==> src/rtl/vic_pkg.sv <==
package vic_pkg;
  // Vector table entries are four bytes apart.
  localparam int unsigned VEC_STRIDE_SHIFT = 2;
endpackage

==> src/rtl/vic_src_latch.sv <==
module vic_src_latch (
  input  logic clk,
  input  logic rst,
  input  logic line,
  input  logic clr,
  output logic pend
);
  logic line_q;
  logic rise;

  assign rise = line & ~line_q;

  always_ff @(posedge clk) begin
    if (rst) begin
      line_q <= 1'b0;
      pend   <= 1'b0;
    end else begin
      line_q <= line;
      pend   <= (pend & ~clr) | rise;
    end
  end

  // a granted request drops unless a fresh edge arrives together with the grant
  p_clr_drops_r8: assert property (@(posedge clk) disable iff (rst)
    (clr && !rise) |=> !pend);
endmodule

==> src/rtl/vic_prio_pick.sv <==
module vic_prio_pick #(
  parameter int N = 8,
  localparam int IW = $clog2(N)
) (
  input  logic [N-1:0]  req,
  output logic          found,
  output logic [IW-1:0] idx
);
  always_comb begin
    found = 1'b0;
    idx   = '0;
    for (int i = N - 1; i >= 0; i--) begin
      if (req[i]) begin
        found = 1'b1;
        idx   = IW'(i);
      end
    end
  end
endmodule

==> src/rtl/vec_irq_ctrl.sv <==
module vec_irq_ctrl
  import vic_pkg::*;
#(
  parameter int N_SRC    = 8,
  parameter int VEC_BASE = 32,
  parameter int VEC_W    = 8,
  localparam int IDX_W   = $clog2(N_SRC),
  localparam int ADDR_W  = VEC_W + VEC_STRIDE_SHIFT
) (
  input  logic              clk,
  input  logic              rst,
  input  logic [N_SRC-1:0]  irq_line,
  input  logic              glb_en,
  input  logic              mask_we,
  input  logic [N_SRC-1:0]  mask_wdata,
  output logic [N_SRC-1:0]  mask_rdata,
  input  logic              int_ack,
  input  logic              rti,
  output logic              cpu_int,
  output logic              vec_valid,
  output logic [VEC_W-1:0]  vec_num,
  output logic [ADDR_W-1:0] vec_addr
);
  logic [N_SRC-1:0] pend;
  logic [N_SRC-1:0] clr_vec;
  logic [N_SRC-1:0] mask_q;
  logic [N_SRC-1:0] mask_eff;
  logic [N_SRC-1:0] gate;
  logic [N_SRC-1:0] elig;
  logic [N_SRC-1:0] isr_q;
  logic [N_SRC-1:0] isr_nxt;
  logic             win_found, lvl_found, outranks, grant;
  logic [IDX_W-1:0] win_idx, lvl_idx;
  logic [VEC_W-1:0] num_nxt;

  // one edge-capturing pending latch per source
  for (genvar g = 0; g < N_SRC; g++) begin : g_src
    vic_src_latch u_latch (
      .clk  (clk),
      .rst  (rst),
      .line (irq_line[g]),
      .clr  (clr_vec[g]),
      .pend (pend[g])
    );
  end

  always_ff @(posedge clk) begin
    if (rst)          mask_q <= '1;
    else if (mask_we) mask_q <= mask_wdata;
  end
  assign mask_rdata = mask_q;

  always_comb begin
    mask_eff    = mask_q;
    mask_eff[0] = 1'b0;
    gate        = glb_en ? '1 : N_SRC'(1);
  end
  assign elig = pend & ~mask_eff & gate;

  vic_prio_pick #(.N(N_SRC)) u_win (.req(elig),  .found(win_found), .idx(win_idx));
  vic_prio_pick #(.N(N_SRC)) u_lvl (.req(isr_q), .found(lvl_found), .idx(lvl_idx));

  assign outranks = win_found && (!lvl_found || (win_idx < lvl_idx));
  assign grant    = int_ack && outranks;
  assign clr_vec  = grant ? (N_SRC'(1) << win_idx) : '0;
  assign num_nxt  = VEC_W'(VEC_BASE + int'(win_idx));

  always_comb begin
    isr_nxt = isr_q;
    if (rti && lvl_found) isr_nxt[lvl_idx] = 1'b0;
    if (grant)            isr_nxt[win_idx] = 1'b1;
  end

  always_ff @(posedge clk) begin
    if (rst) begin
      isr_q     <= '0;
      cpu_int   <= 1'b0;
      vec_valid <= 1'b0;
      vec_num   <= '0;
      vec_addr  <= '0;
    end else begin
      isr_q     <= isr_nxt;
      cpu_int   <= outranks;
      vec_valid <= grant;
      if (grant) begin
        vec_num  <= num_nxt;
        vec_addr <= ADDR_W'(num_nxt) << VEC_STRIDE_SHIFT;
      end
    end
  end

  // a vector strobe only ever follows an acknowledge
  p_vec_after_ack_r11: assert property (@(posedge clk) disable iff (rst)
    vec_valid |-> $past(int_ack));
  // the non-maskable source reaches the core unless already in service
  p_nmi_forward_r4: assert property (@(posedge clk) disable iff (rst)
    (pend[0] && !isr_q[0]) |=> cpu_int);
  // global enable low silences all ordinary sources
  p_glb_block_r5: assert property (@(posedge clk) disable iff (rst)
    (!glb_en && !pend[0]) |=> !cpu_int);
  // a return pulse retires exactly one level
  p_rti_unwind_r10: assert property (@(posedge clk) disable iff (rst)
    (rti && !int_ack && (isr_q != '0)) |=>
      ($countones(isr_q) == $past($countones(isr_q)) - 1));
  // mask readback follows the last write
  p_mask_rdback_r12: assert property (@(posedge clk) disable iff (rst)
    ($past(mask_we) && !$past(rst)) |-> (mask_rdata == $past(mask_wdata)));
endmodule

==> config.mk <==
export PLATFORM = sky130hd
export DESIGN_NAME = vec_irq_ctrl
export DESIGN_NICKNAME = d
export VERILOG_FILES = /design/src/rtl/vic_pkg.sv /design/src/rtl/vic_src_latch.sv /design/src/rtl/vic_prio_pick.sv /design/src/rtl/vec_irq_ctrl.sv
export SDC_FILE = /design/constraint.sdc
export NUM_CORES = 1
export LEC_CHECK = 0
export CAP_MARGIN = 25
export CORE_MARGIN = 2
export CORE_UTILIZATION = 55
export DETAILED_ROUTE_END_ITERATION = 7
export DONT_BUFFER_PORTS = 1
export MAX_ROUTING_LAYER = met4
export PLACE_DENSITY = 0.78
export SLEW_MARGIN = 20
export SYNTH_ARGS = -nofsm -noshare
export SYNTH_HDL_FRONTEND = slang
export SYNTH_SLANG_ARGS = --single-unit
==> constraint.sdc <==
create_clock -name clk -period 5.7 [get_ports clk]
set_input_delay 0.57 -clock clk [delete_from_list [all_inputs] [get_ports clk]]
set_output_delay 0.57 -clock clk [all_outputs]
set_load 0.005 [all_outputs]
Yosys cells after proc, flatten, opt, wreduce, memory -nomap -nowiden
Cells that the tools add are included.
- register bits after elaboration: 42
- output and inout port bits: 28
- $add $sub $neg: 1
- $lt $le $gt $ge: 5
- shift operators: 1
- multiplexer cells: 40
- bitwise gates (word level): 46
- reductions and logical operators: 7
- operators with widths (kind ; number):
    $mux W3 ; 16
    $mux W8 ; 4
    $and A8 B8 Y8 ; 3
    $mux W1 ; 18
    $and A1 B1 Y1 ; 16
    $not A1 Y1 ; 16
    $not A8 Y8 ; 2
    $lt A3 B4 Y1 const B ; 2
    $or A1 B1 Y1 ; 8
    $or A8 B8 Y8 ; 1
    $shl A1 B3 Y8 const A ; 1
    $add A6 B3 Y7 const A ; 1
    $demux W1 S3 ; 2
    $ge A3 B1 Y1 const B ; 2
    $logic_and A1 B1 Y1 ; 5
    $lt A3 B3 Y1 ; 1
    $logic_not A1 Y1 ; 1
    $logic_or A1 B1 Y1 ; 1

Depth between registers and ports, before layout
Gate-level depths: netlist of run 1.
- depth after elaboration: 19
- mapped depth: 11
- depth with buffers taken out: 10

By module
From an unflattened synthesis of run 1, not the netlist that was laid out.
- cell total of the unflattened synthesis: 207
- area total of the unflattened synthesis: 1898.1 um2
- by module, submodules not included (module ; times used ; cells an instance ; area an instance (um2) ; sequential area each (um2)):
    vec_irq_ctrl ; 1 ; 133 ; 1137.3 ; 440.4
    vic_src_latch ; 8 ; 6 ; 75.1 ; 40.0
    vic_prio_pick ; 2 ; 13 ; 80.1 ; 0.0

Worst setup path before layout of run 1
No wires, ideal clock.
- path kind: flip-flop to flip-flop
- start: reg g_src[7].u_latch.pend
- end: reg vec_num[1]
- arrival time: 2.406 ns
- setup slack: 3.222 ns
- stages on the path, launching flop included: 12
- period minus slack after synthesis: 2.478 ns
- path through: dfxtp_1 > nor2b_1 > o41a_1 > nand3_1 > inv_2 > ha_1 > a21oi_1 > inv_1 > a311oi_1 > a32o_1 > buf_4 > mux2i_1
- word-level cells in the longest chain between the ends: 14
- elaborated cells between the ends (all ways): 23
- classes of those cells: add/sub: 1; order compare: 1; mux: 16; bitwise: 2; reduce/logical: 3
- ends and longest elaborated chain (what ; line ; text):
    start, declared ; vic_src_latch.sv:6 ; output logic pend
    start signal, assigned ; vic_src_latch.sv:19 ; pend <= (pend & ~clr) | rise;
    $and A8 B8 Y8 * (2 in series) ; vec_irq_ctrl.sv:58 ; assign elig = pend & ~mask_eff & gate;
    $mux W3 (8 in series) ; vic_prio_pick.sv:13 ; if (req[i]) begin
    $lt A3 B3 Y1 ; vec_irq_ctrl.sv:63 ; assign outranks = win_found && (!lvl_found || (win_idx < lvl_idx));
    $logic_or A1 B1 Y1 ; vec_irq_ctrl.sv:63 ;
    $logic_and A1 B1 Y1 ; vec_irq_ctrl.sv:63 ;
    $logic_and A1 B1 Y1 ; vec_irq_ctrl.sv:64 ; assign grant = int_ack && outranks;
    end signal, assigned ; vec_irq_ctrl.sv:86 ; vec_num <= num_nxt;
    end, declared ; vec_irq_ctrl.sv:21 ; output logic [VEC_W-1:0] vec_num,
Mark *: on every way between the ends. The rest lies on a longest branch, timed or not.
A chain may end at the register's enable or synchronous reset.

Worst setup path in the final report of run 1
- start: reg mask_q[6] (netlist: mask_rdata[6])
- end: reg vec_num[0]
- word-level cells in the longest chain between the ends: 14
- elaborated cells between the ends (all ways): 22
- classes of those cells: add/sub: 1; order compare: 1; mux: 14; bitwise: 3; reduce/logical: 3
- ends and longest elaborated chain (what ; line ; text):
    start, declared ; vec_irq_ctrl.sv:26 ; logic [N_SRC-1:0] mask_q;
    start signal, assigned ; vec_irq_ctrl.sv:49 ; else if (mask_we) mask_q <= mask_wdata;
    $not A8 Y8 * ; vec_irq_ctrl.sv:58 ;
    $and A8 B8 Y8 * (2 in series) ; vec_irq_ctrl.sv:58 ;
    $mux W3 (7 in series) ; vic_prio_pick.sv:13 ;
    $lt A3 B3 Y1 ; vec_irq_ctrl.sv:63 ;
    $logic_or A1 B1 Y1 ; vec_irq_ctrl.sv:63 ;
    $logic_and A1 B1 Y1 ; vec_irq_ctrl.sv:63 ;
    $logic_and A1 B1 Y1 ; vec_irq_ctrl.sv:64 ;
Marked as above.

==> impl_metrics.xml, run 1 <==
<?xml version="1.0" encoding="UTF-8"?>
<metrics>
  <group name="clock_network">
    <metric name="cts-hold-fix-buffers" unit="">0</metric>
    <metric name="cts.htree.levels" unit="">2</metric>
    <metric name="cts_sinks" unit="">38</metric>
    <metric name="cts.path.max_buffers" unit="">2</metric>
    <metric name="postCtsResizedCells" unit="">0</metric>
    <metric name="clk_latency" unit="ns">0.36</metric>
    <metric name="clock_tree_from_tritoncts" unit="">done</metric>
    <metric name="cts.reportedPaths.clkPinSlew" unit="ns">0.12</metric>
    <metric name="cts-buffers-inserted" unit="">5</metric>
    <metric name="cts_post_setup_buffers_inserted" unit="">0</metric>
    <metric name="root_buffer" unit="">sky130_fd_sc_hd__clkbuf_4</metric>
  </group>
  <group name="worst_setup_path">
    <metric name="worstReg2RegEnd" unit="">vec_num[0]</metric>
    <metric name="cp-end-kind" unit="">register</metric>
    <metric name="ff2ff_setup_slack" unit="ns">2.70</metric>
    <metric name="critical_path.reg2reg.startpoint" unit="">mask_rdata[6]</metric>
    <metric name="crit_required" unit="ns">6.00</metric>
    <metric name="r2r.worst_path.cells" unit="">10</metric>
    <metric name="worst-setup-path-type" unit="">reg -&gt; reg</metric>
    <metric name="crit_slowest_cell" unit="">sky130_fd_sc_hd__a32o_1</metric>
    <metric name="cp_data_arrival_time" unit="ns">3.30</metric>
    <metric name="crit_start" unit="">mask_rdata[6]</metric>
    <metric name="slowest_delay" unit="ns">0.48</metric>
    <metric name="crit_fanout" unit="">8</metric>
    <metric name="crit_path_cell_trace" unit="">nor2b_1 -&gt; o41a_1 -&gt; nand3_1 -&gt; inv_2 -&gt; ha_1 -&gt; a21oi_1 -&gt; inv_1 -&gt; a311oi_1 -&gt; a32o_1 -&gt; mux2i_1</metric>
    <metric name="worst_setup_path_start_kind" unit="">register</metric>
  </group>
  <group name="cells_and_area">
    <metric name="layout.cells.non_filler" unit="">251</metric>
    <metric name="area_growth" unit="%">1.27</metric>
    <metric name="layout.cells.most_common" unit="">sky130_fd_sc_hd__dfxtp_1</metric>
    <metric name="layout.filler_cells" unit="">331</metric>
    <metric name="most_frequent_cells_in_the_layout" unit="">sky130_fd_sc_hd__dfxtp_1, sky130_fd_sc_hd__nor2b_1, sky130_fd_sc_hd__nand2_1</metric>
    <metric name="nNetsFinal" unit="">228</metric>
    <metric name="layout-drive-gt1-share" unit="%">5.85</metric>
    <metric name="multi_input_logic_area" unit="sq um">988</metric>
    <metric name="reg_area" unit="sq um">761</metric>
    <metric name="postLayoutCoreUtil" unit="%">57.2</metric>
    <metric name="antenna_cells_inserted" unit="">0</metric>
  </group>
  <group name="die">
    <metric name="initial_core_util" unit="%">56.5</metric>
    <metric name="die_area" unit="sq mm">0.00388</metric>
    <metric name="core_region_area" unit="sq mm">0.00331</metric>
    <metric name="top_level_ports" unit="">50</metric>
    <metric name="die_width" unit="microns">62.3</metric>
    <metric name="die_boundary_height" unit="microns">62.3</metric>
    <metric name="fp-row-count" unit="">21</metric>
  </group>
  <group name="synth">
    <metric name="ys_seq_elements" unit="">38</metric>
    <metric name="synth.yosys.warnings" unit="">0</metric>
    <metric name="synth.cell_area" unit="sq mm">0.00187</metric>
    <metric name="synth-seq-area-share" unit="%">40.7</metric>
    <metric name="synth_enable_flop_cells" unit="">0</metric>
    <metric name="ys_async_sr_fraction" unit="%">0</metric>
    <metric name="netlist_instances" unit="">208</metric>
    <metric name="postSynth.topFlopCell" unit="">sky130_fd_sc_hd__dfxtp_1</metric>
    <metric name="netlist_cell_types" unit="">47</metric>
    <metric name="syn_avg_cell_area" unit="sq um">8.99</metric>
  </group>
  <group name="grt">
    <metric name="first_global_vias" unit="">1504</metric>
    <metric name="globalRouteOverflowTotal" unit="">0</metric>
    <metric name="first_pass_grt_wire_length" unit="microns">7020</metric>
    <metric name="track_usage" unit="%">23.7</metric>
    <metric name="number_of_antenna_violations_at_the_first_check_in_global_routing" unit="">0</metric>
    <metric name="grt_start_max_net_pins" unit="">27</metric>
  </group>
  <group name="power">
    <metric name="power.leakage" unit="nW">0.728</metric>
    <metric name="p_per_area" unit="mW/mm^2">275</metric>
    <metric name="vdd_drop_max" unit="mV">0.187</metric>
    <metric name="power" unit="mW">0.520</metric>
  </group>
  <group name="placement">
    <metric name="placed_cells_incl_taps" unit="">243</metric>
    <metric name="hpwlAfterDp" unit="microns">3030</metric>
    <metric name="place.gp.congestion" unit="">0.984</metric>
    <metric name="buffer_ports.inserted" unit="">0</metric>
  </group>
  <group name="worst_hold_path">
    <metric name="worst_hold_path_ep" unit="">vec_valid</metric>
    <metric name="hold_path.startpoint" unit="">rst</metric>
    <metric name="hp-class" unit="">in -&gt; reg</metric>
    <metric name="hold_depth" unit="">1</metric>
  </group>
  <group name="drt">
    <metric name="route.antenna.remaining_nets" unit="">0</metric>
    <metric name="post_dr_wirelength_cell" unit="microns">16.1</metric>
    <metric name="drc_errors" unit="">0</metric>
    <metric name="postRouteWirelength" unit="microns">4040</metric>
    <metric name="vias_per_cell" unit="">5.95</metric>
    <metric name="route.vias.total" unit="">1493</metric>
    <metric name="drtIter0Drc" unit="">77</metric>
    <metric name="drt_pre_antenna_iters" unit="">4</metric>
  </group>
  <group name="timing">
    <metric name="tns" unit="ns">0</metric>
    <metric name="maxSlewHeadroom" unit="%">56.2</metric>
    <metric name="finalHoldViolations" unit="">0</metric>
    <metric name="hold_ws" unit="ns">0.262</metric>
    <metric name="period_share" unit="%">52.6</metric>
    <metric name="achievable-frequency" unit="GHz">0.333</metric>
    <metric name="finalSetupViolCount" unit="">0</metric>
    <metric name="report.final.slew_viol_count" unit="">0</metric>
    <metric name="worst_pin_slew" unit="ns">0.656</metric>
    <metric name="rsz0062_at_grt" unit="">false</metric>
    <metric name="clock-skew-final" unit="ns">0.00579</metric>
    <metric name="finalWorstPathRequiredPeriod" unit="ns">3.00</metric>
  </group>
  <group name="status">
    <metric name="status" unit="">finished clean</metric>
  </group>
  <group name="run">
    <metric name="cap_violations" unit="">0</metric>
  </group>
</metrics>
-- routing by layer --
metal / track usage (%) / routed length (microns) / vias to the layer above
met5: - / 0 / -
met4: 11.7 / 114 / 0
met3: 8.15 / 252 / 12
met2: 36.5 / 1940 / 47
met1: 27.6 / 1740 / 703
li1: - / - / 731
-- where the power goes --
| part | switching (mW) | leakage, nW | internal (mW) |
|---|---|---|---|
| clock | 0.0948 | 0.0343 | 0.0593 |
| combinational | 0.0437 | 0.380 | 0.0295 |
| sequential | 0.0118 | 0.313 | 0.281 |
| total | 0.150 | 0.728 | 0.369 |
-- area by class of cell --
| cell class | count | share of cell area, % |
|---|---|---|
| multi-input cells | 153 | 52.2 |
| flip-flops and latches | 38 | 40.2 |
| well taps | 46 | 3.04 |
| clock buffers | 6 | 2.71 |
| inverters | 6 | 1.19 |
| clock inverters | 2 | 0.661 |
-- registers in the layout, summed over array words and instances, names as in the netlist --
name,flops
g_src.u_latch.line_q,8
g_src.u_latch.pend,8
cpu_int,1
vec_num,4
isr_q,8
mask_rdata,8
vec_valid,1
-- cell usage after synthesis, types with 2 or more instances --
library cell	count	area share, %
sky130_fd_sc_hd__o21ai_1	5	1.3
sky130_fd_sc_hd__o21a_1	3	1.2
sky130_fd_sc_hd__mux2i_1	11	5.9
sky130_fd_sc_hd__o41ai_1	2	0.94
sky130_fd_sc_hd__a21oi_1	11	2.9
sky130_fd_sc_hd__nor2b_1	23	7.7
sky130_fd_sc_hd__o22ai_1	2	0.67
sky130_fd_sc_hd__ha_1	2	1.3
sky130_fd_sc_hd__nor3b_1	2	0.80
sky130_fd_sc_hd__nor3_1	6	1.6
sky130_fd_sc_hd__nor4_1	5	1.7
sky130_fd_sc_hd__or3_1	4	1.3
sky130_fd_sc_hd__nand2b_1	4	1.3
sky130_fd_sc_hd__dfxtp_1	38	41
sky130_fd_sc_hd__nor2_1	4	0.80
sky130_fd_sc_hd__a32o_1	3	1.6
sky130_fd_sc_hd__buf_4	15	6.0
sky130_fd_sc_hd__o221a_1	2	1.2
sky130_fd_sc_hd__clkbuf_1	5	1.0
sky130_fd_sc_hd__nand3_1	2	0.54
sky130_fd_sc_hd__inv_1	4	0.80
sky130_fd_sc_hd__o32ai_1	2	0.94
sky130_fd_sc_hd__nand2_1	17	3.4
sky130_fd_sc_hd__a21o_1	2	0.80
sky130_fd_sc_hd__a31oi_1	2	0.67
sky130_fd_sc_hd__o21ai_0	8	2.1
sky130_fd_sc_hd__or4_1	4	1.6
-- logic make-up after synthesis --
logic type / count (synthesis) / share of synthesized area (%)
simple gates: 76 / 23.3
compound gates: 54 / 20.3
flops: 38 / 40.7
buf+inv: 26 / 8.23
mux: 11 / 5.89
fa+ha+maj: 2 / 1.34
other cells: 1 / 0.201
-- through the flow --
stage / instance area (sq um) / worst slack [ns]
after floorplan: 1900 / 3.22
after global placement: 1830 / 2.97
after detailed placement: 1830 / 2.77
after CTS: 1890 / 2.72
after global routing: 1890 / 2.45
final: 1890 / 2.70
-- how the worst max path moves through the flow --
stage | depth (start not counted) | endpoint | slack [ns]
floorplan | 11 | vec_num[1] | 3.22
global placement | 10 | vec_num[0] | 2.97
detailed placement | 10 | vec_num[0] | 2.77
CTS | 10 | vec_num[0] | 2.72
global route | 10 | vec_num[1] | 2.45
finish | 10 | vec_num[0] | 2.70
-- worst max-delay path, delay by kind of cell, from the launching register on --
kind                       cells  cell delay, ns
AOI/OAI and AO/OA              4            1.50
adders and majority gates      1            0.35
buffers and inverters          2            0.16
DFF                            1            0.40
muxes                          1            0.23
and+or+nand+nor                2            0.30
No activity file was read; power rests on OpenSTA's default activity.
==> run 2, diff against run 1 <==
==> constraint.sdc (replaced) <==
create_clock -name clk -period 3.15 [get_ports clk]
set_input_delay 0.315 -clock clk [delete_from_list [all_inputs] [get_ports clk]]
set_output_delay 0.315 -clock clk [all_outputs]
set_load 0.005 [all_outputs]
==> impl_metrics.xml, run 2 (same netlist as run 1, synthesis figures left out) <==
<?xml version="1.0" encoding="UTF-8"?>
<metrics>
  <group name="clock_network">
    <metric name="root_buffer" unit="">sky130_fd_sc_hd__clkbuf_4</metric>
    <metric name="cts-hold-fix-buffers" unit="">0</metric>
    <metric name="cts.htree.levels" unit="">2</metric>
    <metric name="cts.path.max_buffers" unit="">2</metric>
    <metric name="postCtsResizedCells" unit="">0</metric>
    <metric name="cts.reportedPaths.clkPinSlew" unit="ns">0.11</metric>
    <metric name="cts_post_setup_buffers_inserted" unit="">0</metric>
    <metric name="clock_tree_from_tritoncts" unit="">done</metric>
    <metric name="clk_latency" unit="ns">0.36</metric>
    <metric name="cts-buffers-inserted" unit="">5</metric>
    <metric name="cts_sinks" unit="">38</metric>
  </group>
  <group name="drt">
    <metric name="drtIter0Drc" unit="">89</metric>
    <metric name="postRouteWirelength" unit="microns">4070</metric>
    <metric name="vias_per_cell" unit="">5.87</metric>
    <metric name="route.antenna.remaining_nets" unit="">0</metric>
    <metric name="route.vias.total" unit="">1491</metric>
    <metric name="drt_pre_antenna_iters" unit="">4</metric>
    <metric name="drc_errors" unit="">0</metric>
    <metric name="post_dr_wirelength_cell" unit="microns">16.0</metric>
  </group>
  <group name="placement">
    <metric name="post_dp_cell_area" unit="sq mm">0.00184</metric>
    <metric name="place.gp.congestion" unit="">0.964</metric>
    <metric name="buffer_ports.inserted" unit="">0</metric>
    <metric name="placed_cells_incl_taps" unit="">244</metric>
    <metric name="hpwlAfterDp" unit="microns">2970</metric>
  </group>
  <group name="grt">
    <metric name="busiest_layer" unit="">met2</metric>
    <metric name="first_pass_grt_wire_length" unit="microns">6540</metric>
    <metric name="first_global_vias" unit="">1397</metric>
    <metric name="globalRouteMet2Util" unit="%">33.7</metric>
    <metric name="grt.met1_usage" unit="%">26.3</metric>
    <metric name="global_routing_usage_on_met3" unit="%">8.15</metric>
    <metric name="grt_start_max_net_pins" unit="">27</metric>
    <metric name="globalRouteOverflowTotal" unit="">0</metric>
    <metric name="number_of_antenna_violations_at_the_first_check_in_global_routing" unit="">0</metric>
    <metric name="track_usage" unit="%">22.2</metric>
  </group>
  <group name="worst_setup_path">
    <metric name="crit_slowest_cell" unit="">sky130_fd_sc_hd__a32o_1</metric>
    <metric name="worst-setup-path-type" unit="">reg -&gt; reg</metric>
    <metric name="crit_path_cell_trace" unit="">nor2b_1 -&gt; o41a_1 -&gt; nand3_1 -&gt; inv_2 -&gt; ha_1 -&gt; a21oi_1 -&gt; inv_1 -&gt; a311oi_1 -&gt; a32o_1 -&gt; mux2i_1</metric>
    <metric name="slowest_delay" unit="ns">0.46</metric>
    <metric name="cp_num_buf_inv" unit="">2</metric>
    <metric name="worst_setup_path_start_kind" unit="">register</metric>
    <metric name="crit_fanout" unit="">8</metric>
    <metric name="crit_required" unit="ns">3.45</metric>
    <metric name="path_delay_family" unit="">compound AO/OA/AOI/OAI gates</metric>
    <metric name="cp-end-kind" unit="">register</metric>
    <metric name="cp_data_arrival_time" unit="ns">3.20</metric>
  </group>
  <group name="timing">
    <metric name="rsz0062_at_grt" unit="">false</metric>
    <metric name="report.final.slew_viol_count" unit="">0</metric>
    <metric name="worst_pin_slew" unit="ns">0.656</metric>
    <metric name="finalHoldViolations" unit="">0</metric>
    <metric name="period_share" unit="%">92.1</metric>
    <metric name="maxSlewHeadroom" unit="%">56.0</metric>
    <metric name="clock-skew-final" unit="ns">0.00418</metric>
    <metric name="finalSetupViolCount" unit="">0</metric>
    <metric name="tns" unit="ns">0</metric>
    <metric name="achievable-frequency" unit="GHz">0.345</metric>
    <metric name="finalWorstPathRequiredPeriod" unit="ns">2.90</metric>
  </group>
  <group name="power">
    <metric name="power" unit="mW">0.940</metric>
    <metric name="power.leakage" unit="nW">0.742</metric>
    <metric name="p_per_area" unit="mW/mm^2">489</metric>
    <metric name="vdd_drop_max" unit="mV">0.331</metric>
  </group>
  <group name="cells_and_area">
    <metric name="area_growth" unit="%">2.74</metric>
    <metric name="layout.cells.non_filler" unit="">254</metric>
    <metric name="nNetsFinal" unit="">231</metric>
    <metric name="layout-drive-gt1-share" unit="%">6.25</metric>
    <metric name="antenna_cells_inserted" unit="">0</metric>
    <metric name="final_area" unit="sq mm">0.00192</metric>
    <metric name="most_frequent_cells_in_the_layout" unit="">sky130_fd_sc_hd__dfxtp_1, sky130_fd_sc_hd__nor2b_1, sky130_fd_sc_hd__nand2_1</metric>
    <metric name="layout.cells.most_common" unit="">sky130_fd_sc_hd__dfxtp_1</metric>
    <metric name="postLayoutCoreUtil" unit="%">58.0</metric>
  </group>
  <group name="die">
    <metric name="top_level_ports" unit="">50</metric>
    <metric name="core_region_area" unit="sq mm">0.00331</metric>
    <metric name="fp-row-count" unit="">21</metric>
    <metric name="initial_core_util" unit="%">56.5</metric>
    <metric name="die_area" unit="sq mm">0.00388</metric>
    <metric name="die_boundary_height" unit="microns">62.3</metric>
    <metric name="die_width" unit="microns">62.3</metric>
  </group>
  <group name="worst_hold_path">
    <metric name="hp-class" unit="">in -&gt; reg</metric>
  </group>
  <group name="status">
    <metric name="status" unit="">finished clean</metric>
  </group>
  <group name="run">
    <metric name="cap_violations" unit="">0</metric>
  </group>
</metrics>
## run 2: cell count changes in the layout (fill, tap and decap cells not counted)
cell,change
sky130_fd_sc_hd__dlygate4sd3_1,+2
sky130_fd_sc_hd__buf_4,+1
## run 2: worst register-to-register path, delay by kind of cell (launching register included)
kind / cells / cell delay [ns]
and+or+nand+nor: 2 / 0.29
AOI/OAI and AO/OA: 4 / 1.45
muxes: 1 / 0.22
adders and majority gates: 1 / 0.33
DFF: 1 / 0.39
buffers and inverters: 2 / 0.16
## run 2: final cells by class
class                      instances  area (sq um)
clock inverter                     2          12.5
sequential                        38           761
multi-input combinational        153           988
inverter                           6          22.5
clock buffer                       6          51.3
tap                               46          57.6
fill                             318          1390
timing repair buffer               3          27.5
## run 2: stage by stage
step                setup WS (ns)  hold slack (ns)
floorplan                   0.672            0.432
global placement            0.420            0.390
detailed placement          0.277            0.392
CTS                         0.249          0.00800
global route               0.0442         0.000837
finish                      0.248           0.0233
## run 2: final timing paths
| path | startpoint | to | slack [ns] | cells past startpoint |
|---|---|---|---|---|
| max | mask_rdata[6] | vec_num[0] | 0.25 | 10 |
| min | rst | g_src[5].u_latch.line_q | 0.02 | 1 |
| max reg2reg | mask_rdata[6] | vec_num[0] | 0.25 | 10 |
| min reg2reg | g_src[0].u_latch.line_q | g_src[0].u_latch.pend | 0.49 | 2 |
## run 2: per-layer routing
metal / share of wire [%] / wire length (microns)
met1: 42 / 1710
met2: 47 / 1930
met3: 8.9 / 362
met4: 1.6 / 65
met5: 0 / 0
## run 2: where the power goes
group | internal (mW) | switching (mW) | leakage (nW)
sequential | 0.508 | 0.0207 | 0.313
clock | 0.107 | 0.168 | 0.0343
combinational | 0.0558 | 0.0800 | 0.394
total | 0.671 | 0.269 | 0.742
==> run 3, diff against run 2 <==
--- a/config.mk
+++ b/config.mk
@@ -6,12 +6,14 @@
 export NUM_CORES = 1
 export LEC_CHECK = 0
 export CAP_MARGIN = 25
+export CELL_PAD_IN_SITES_DETAIL_PLACEMENT = 0
+export CELL_PAD_IN_SITES_GLOBAL_PLACEMENT = 1
 export CORE_MARGIN = 2
-export CORE_UTILIZATION = 55
+export CORE_UTILIZATION = 40
 export DETAILED_ROUTE_END_ITERATION = 7
 export DONT_BUFFER_PORTS = 1
 export MAX_ROUTING_LAYER = met4
-export PLACE_DENSITY = 0.78
+export PLACE_DENSITY = 0.77
 export SLEW_MARGIN = 20
 export SYNTH_ARGS = -nofsm -noshare
 export SYNTH_HDL_FRONTEND = slang
==> impl_metrics.xml, run 3 (same netlist as run 1, synthesis figures left out) <==
<?xml version="1.0" encoding="UTF-8"?>
<metrics>
  <group name="placement">
    <metric name="pre_cts_slack" unit="ns">0.280</metric>
    <metric name="post_dp_cell_area" unit="sq mm">0.00184</metric>
    <metric name="buffer_ports.inserted" unit="">0</metric>
    <metric name="place.gp.congestion" unit="">0.849</metric>
    <metric name="hpwlAfterDp" unit="microns">2980</metric>
  </group>
  <group name="timing">
    <metric name="clock-skew-final" unit="ns">0.00738</metric>
    <metric name="period_share" unit="%">92.3</metric>
    <metric name="hold_ws" unit="ns">0.0890</metric>
    <metric name="finalSetupViolCount" unit="">0</metric>
    <metric name="finalHoldViolations" unit="">0</metric>
    <metric name="achievable-frequency" unit="GHz">0.344</metric>
    <metric name="tns" unit="ns">0</metric>
    <metric name="rsz0062_at_grt" unit="">false</metric>
    <metric name="worst_pin_slew" unit="ns">0.670</metric>
    <metric name="timing.final.ws_setup" unit="ns">0.244</metric>
    <metric name="finalWorstPathRequiredPeriod" unit="ns">2.91</metric>
    <metric name="report.final.slew_viol_count" unit="">0</metric>
    <metric name="maxSlewHeadroom" unit="%">55.0</metric>
  </group>
  <group name="drt">
    <metric name="postRouteWirelength" unit="microns">4070</metric>
    <metric name="drt_pre_antenna_iters" unit="">5</metric>
    <metric name="post_dr_wirelength_cell" unit="microns">15.8</metric>
    <metric name="vias_per_cell" unit="">5.59</metric>
    <metric name="drc_errors" unit="">0</metric>
    <metric name="route.vias.total" unit="">1443</metric>
    <metric name="route.antenna.remaining_nets" unit="">0</metric>
    <metric name="drtIter0Drc" unit="">65</metric>
  </group>
  <group name="power">
    <metric name="power_switching_share" unit="%">25.2</metric>
    <metric name="vdd_drop_max" unit="mV">0.272</metric>
    <metric name="internal-power" unit="mW">0.798</metric>
    <metric name="power.leakage" unit="nW">0.750</metric>
    <metric name="seqPwrFrac" unit="%">49.6</metric>
    <metric name="p_sw" unit="mW">0.269</metric>
    <metric name="p_per_area" unit="mW/mm^2">546</metric>
    <metric name="combinationalPowerShare" unit="%">12.5</metric>
    <metric name="power.share.clock" unit="%">37.9</metric>
  </group>
  <group name="clock_network">
    <metric name="clock_tree_from_tritoncts" unit="">done</metric>
    <metric name="cts.path.max_buffers" unit="">2</metric>
    <metric name="cts.htree.levels" unit="">2</metric>
    <metric name="cts-hold-fix-buffers" unit="">0</metric>
    <metric name="postCtsResizedCells" unit="">0</metric>
    <metric name="cts_sinks" unit="">38</metric>
    <metric name="root_buffer" unit="">sky130_fd_sc_hd__clkbuf_8</metric>
    <metric name="cts-buffers-inserted" unit="">5</metric>
    <metric name="cts.reportedPaths.clkPinSlew" unit="ns">0.08</metric>
    <metric name="clk_latency" unit="ns">0.29</metric>
    <metric name="cts_post_setup_buffers_inserted" unit="">0</metric>
  </group>
  <group name="worst_setup_path">
    <metric name="r2r.worst_path.cells" unit="">10</metric>
    <metric name="worst_setup_path_start_kind" unit="">register</metric>
    <metric name="path_delay_family" unit="">compound AO/OA/AOI/OAI gates</metric>
    <metric name="worst-setup-path-type" unit="">reg -&gt; reg</metric>
    <metric name="worstReg2RegEnd" unit="">vec_num[0]</metric>
    <metric name="critical_path.reg2reg.startpoint" unit="">mask_rdata[6]</metric>
    <metric name="crit_required" unit="ns">3.37</metric>
    <metric name="ff2ff_setup_slack" unit="ns">0.24</metric>
    <metric name="cp_num_buf_inv" unit="">2</metric>
    <metric name="cp-end-kind" unit="">register</metric>
    <metric name="cp_data_arrival_time" unit="ns">3.13</metric>
    <metric name="slowest_delay" unit="ns">0.47</metric>
    <metric name="crit_start" unit="">mask_rdata[6]</metric>
    <metric name="crit_slowest_cell" unit="">sky130_fd_sc_hd__a32o_1</metric>
    <metric name="crit_path_cell_trace" unit="">nor2b_1 -&gt; o41a_1 -&gt; nand3_1 -&gt; inv_2 -&gt; ha_1 -&gt; a21oi_1 -&gt; inv_1 -&gt; a311oi_1 -&gt; a32o_1 -&gt; mux2i_1</metric>
    <metric name="crit_fanout" unit="">8</metric>
  </group>
  <group name="cells_and_area">
    <metric name="postLayoutCoreUtil" unit="%">44.3</metric>
    <metric name="area_growth" unit="%">4.55</metric>
    <metric name="layout.cells.most_common" unit="">sky130_fd_sc_hd__dfxtp_1</metric>
    <metric name="layout-drive-gt1-share" unit="%">5.83</metric>
    <metric name="most_frequent_cells_in_the_layout" unit="">sky130_fd_sc_hd__dfxtp_1, sky130_fd_sc_hd__nor2b_1, sky130_fd_sc_hd__nand2_1</metric>
    <metric name="final_area" unit="sq mm">0.00195</metric>
    <metric name="antenna_cells_inserted" unit="">0</metric>
    <metric name="nNetsFinal" unit="">229</metric>
  </group>
  <group name="die">
    <metric name="die_width" unit="microns">72.4</metric>
    <metric name="fp-row-count" unit="">24</metric>
    <metric name="die_boundary_height" unit="microns">72.4</metric>
    <metric name="initial_core_util" unit="%">42.3</metric>
    <metric name="core_region_area" unit="sq mm">0.00441</metric>
    <metric name="top_level_ports" unit="">50</metric>
    <metric name="die_area" unit="sq mm">0.00524</metric>
  </group>
  <group name="grt">
    <metric name="grt_start_max_net_pins" unit="">27</metric>
    <metric name="globalRouteOverflowTotal" unit="">0</metric>
    <metric name="first_global_vias" unit="">1364</metric>
    <metric name="track_usage" unit="%">17.1</metric>
    <metric name="first_pass_grt_wire_length" unit="microns">6630</metric>
    <metric name="number_of_antenna_violations_at_the_first_check_in_global_routing" unit="">0</metric>
  </group>
  <group name="worst_hold_path">
    <metric name="hold_depth" unit="">1</metric>
    <metric name="hp-class" unit="">in -&gt; reg</metric>
    <metric name="worst_hold_path_ep" unit="">g_src[5].u_latch.line_q</metric>
    <metric name="hold_path.startpoint" unit="">rst</metric>
  </group>
  <group name="run">
    <metric name="cap_violations" unit="">0</metric>
  </group>
  <group name="status">
    <metric name="status" unit="">finished clean</metric>
  </group>
</metrics>
[run 3: power groups by stage]
stage               registers (mW)  clock network (mW)  logic [mW]
floorplan                    0.533                   0       0.125
global placement             0.540                   0       0.132
detailed placement           0.540                   0       0.131
CTS                          0.529               0.416       0.132
global route                 0.532               0.440       0.149
finish                       0.529               0.405       0.133
[run 3: worst max path at each step]
stage,to,slack (ns),cells past startpoint
floorplan,vec_num[1],0.67,11
global placement,vec_num[0],0.41,10
detailed placement,vec_num[2],0.28,10
CTS,vec_num[0],0.23,10
global route,vec_num[1],0.08,10
finish,vec_num[0],0.24,10
[run 3: metrics by stage]
step / std cells / power, mW
finish: 258 / 1.07
global route: 258 / 1.12
CTS: 258 / 1.08
detailed placement: 250 / 0.671
global placement: 250 / 0.672
floorplan: 217 / 0.658
[run 3: routing by layer]
layer  vias to the layer above  wire [microns]  track usage, %  share of wire (%)
li1                        737               -               -                  -
met1                       655            1900            21.8                 47
met2                        47            1850            25.4                 45
met3                         4             278            5.42                6.8
met4                         0              38            6.29               0.93
met5                         -               0               -                  0
[run 3: cell type report]
type	instances	area [sq um]
Sequential cell	38	761
Tap cell	52	65.1
Multi-Input combinational cell	153	988
Timing Repair Buffer	1	7.51
Inverter	6	22.5
Clock inverter	2	37.5
Clock buffer	6	72.6
Fill cell	433	2460
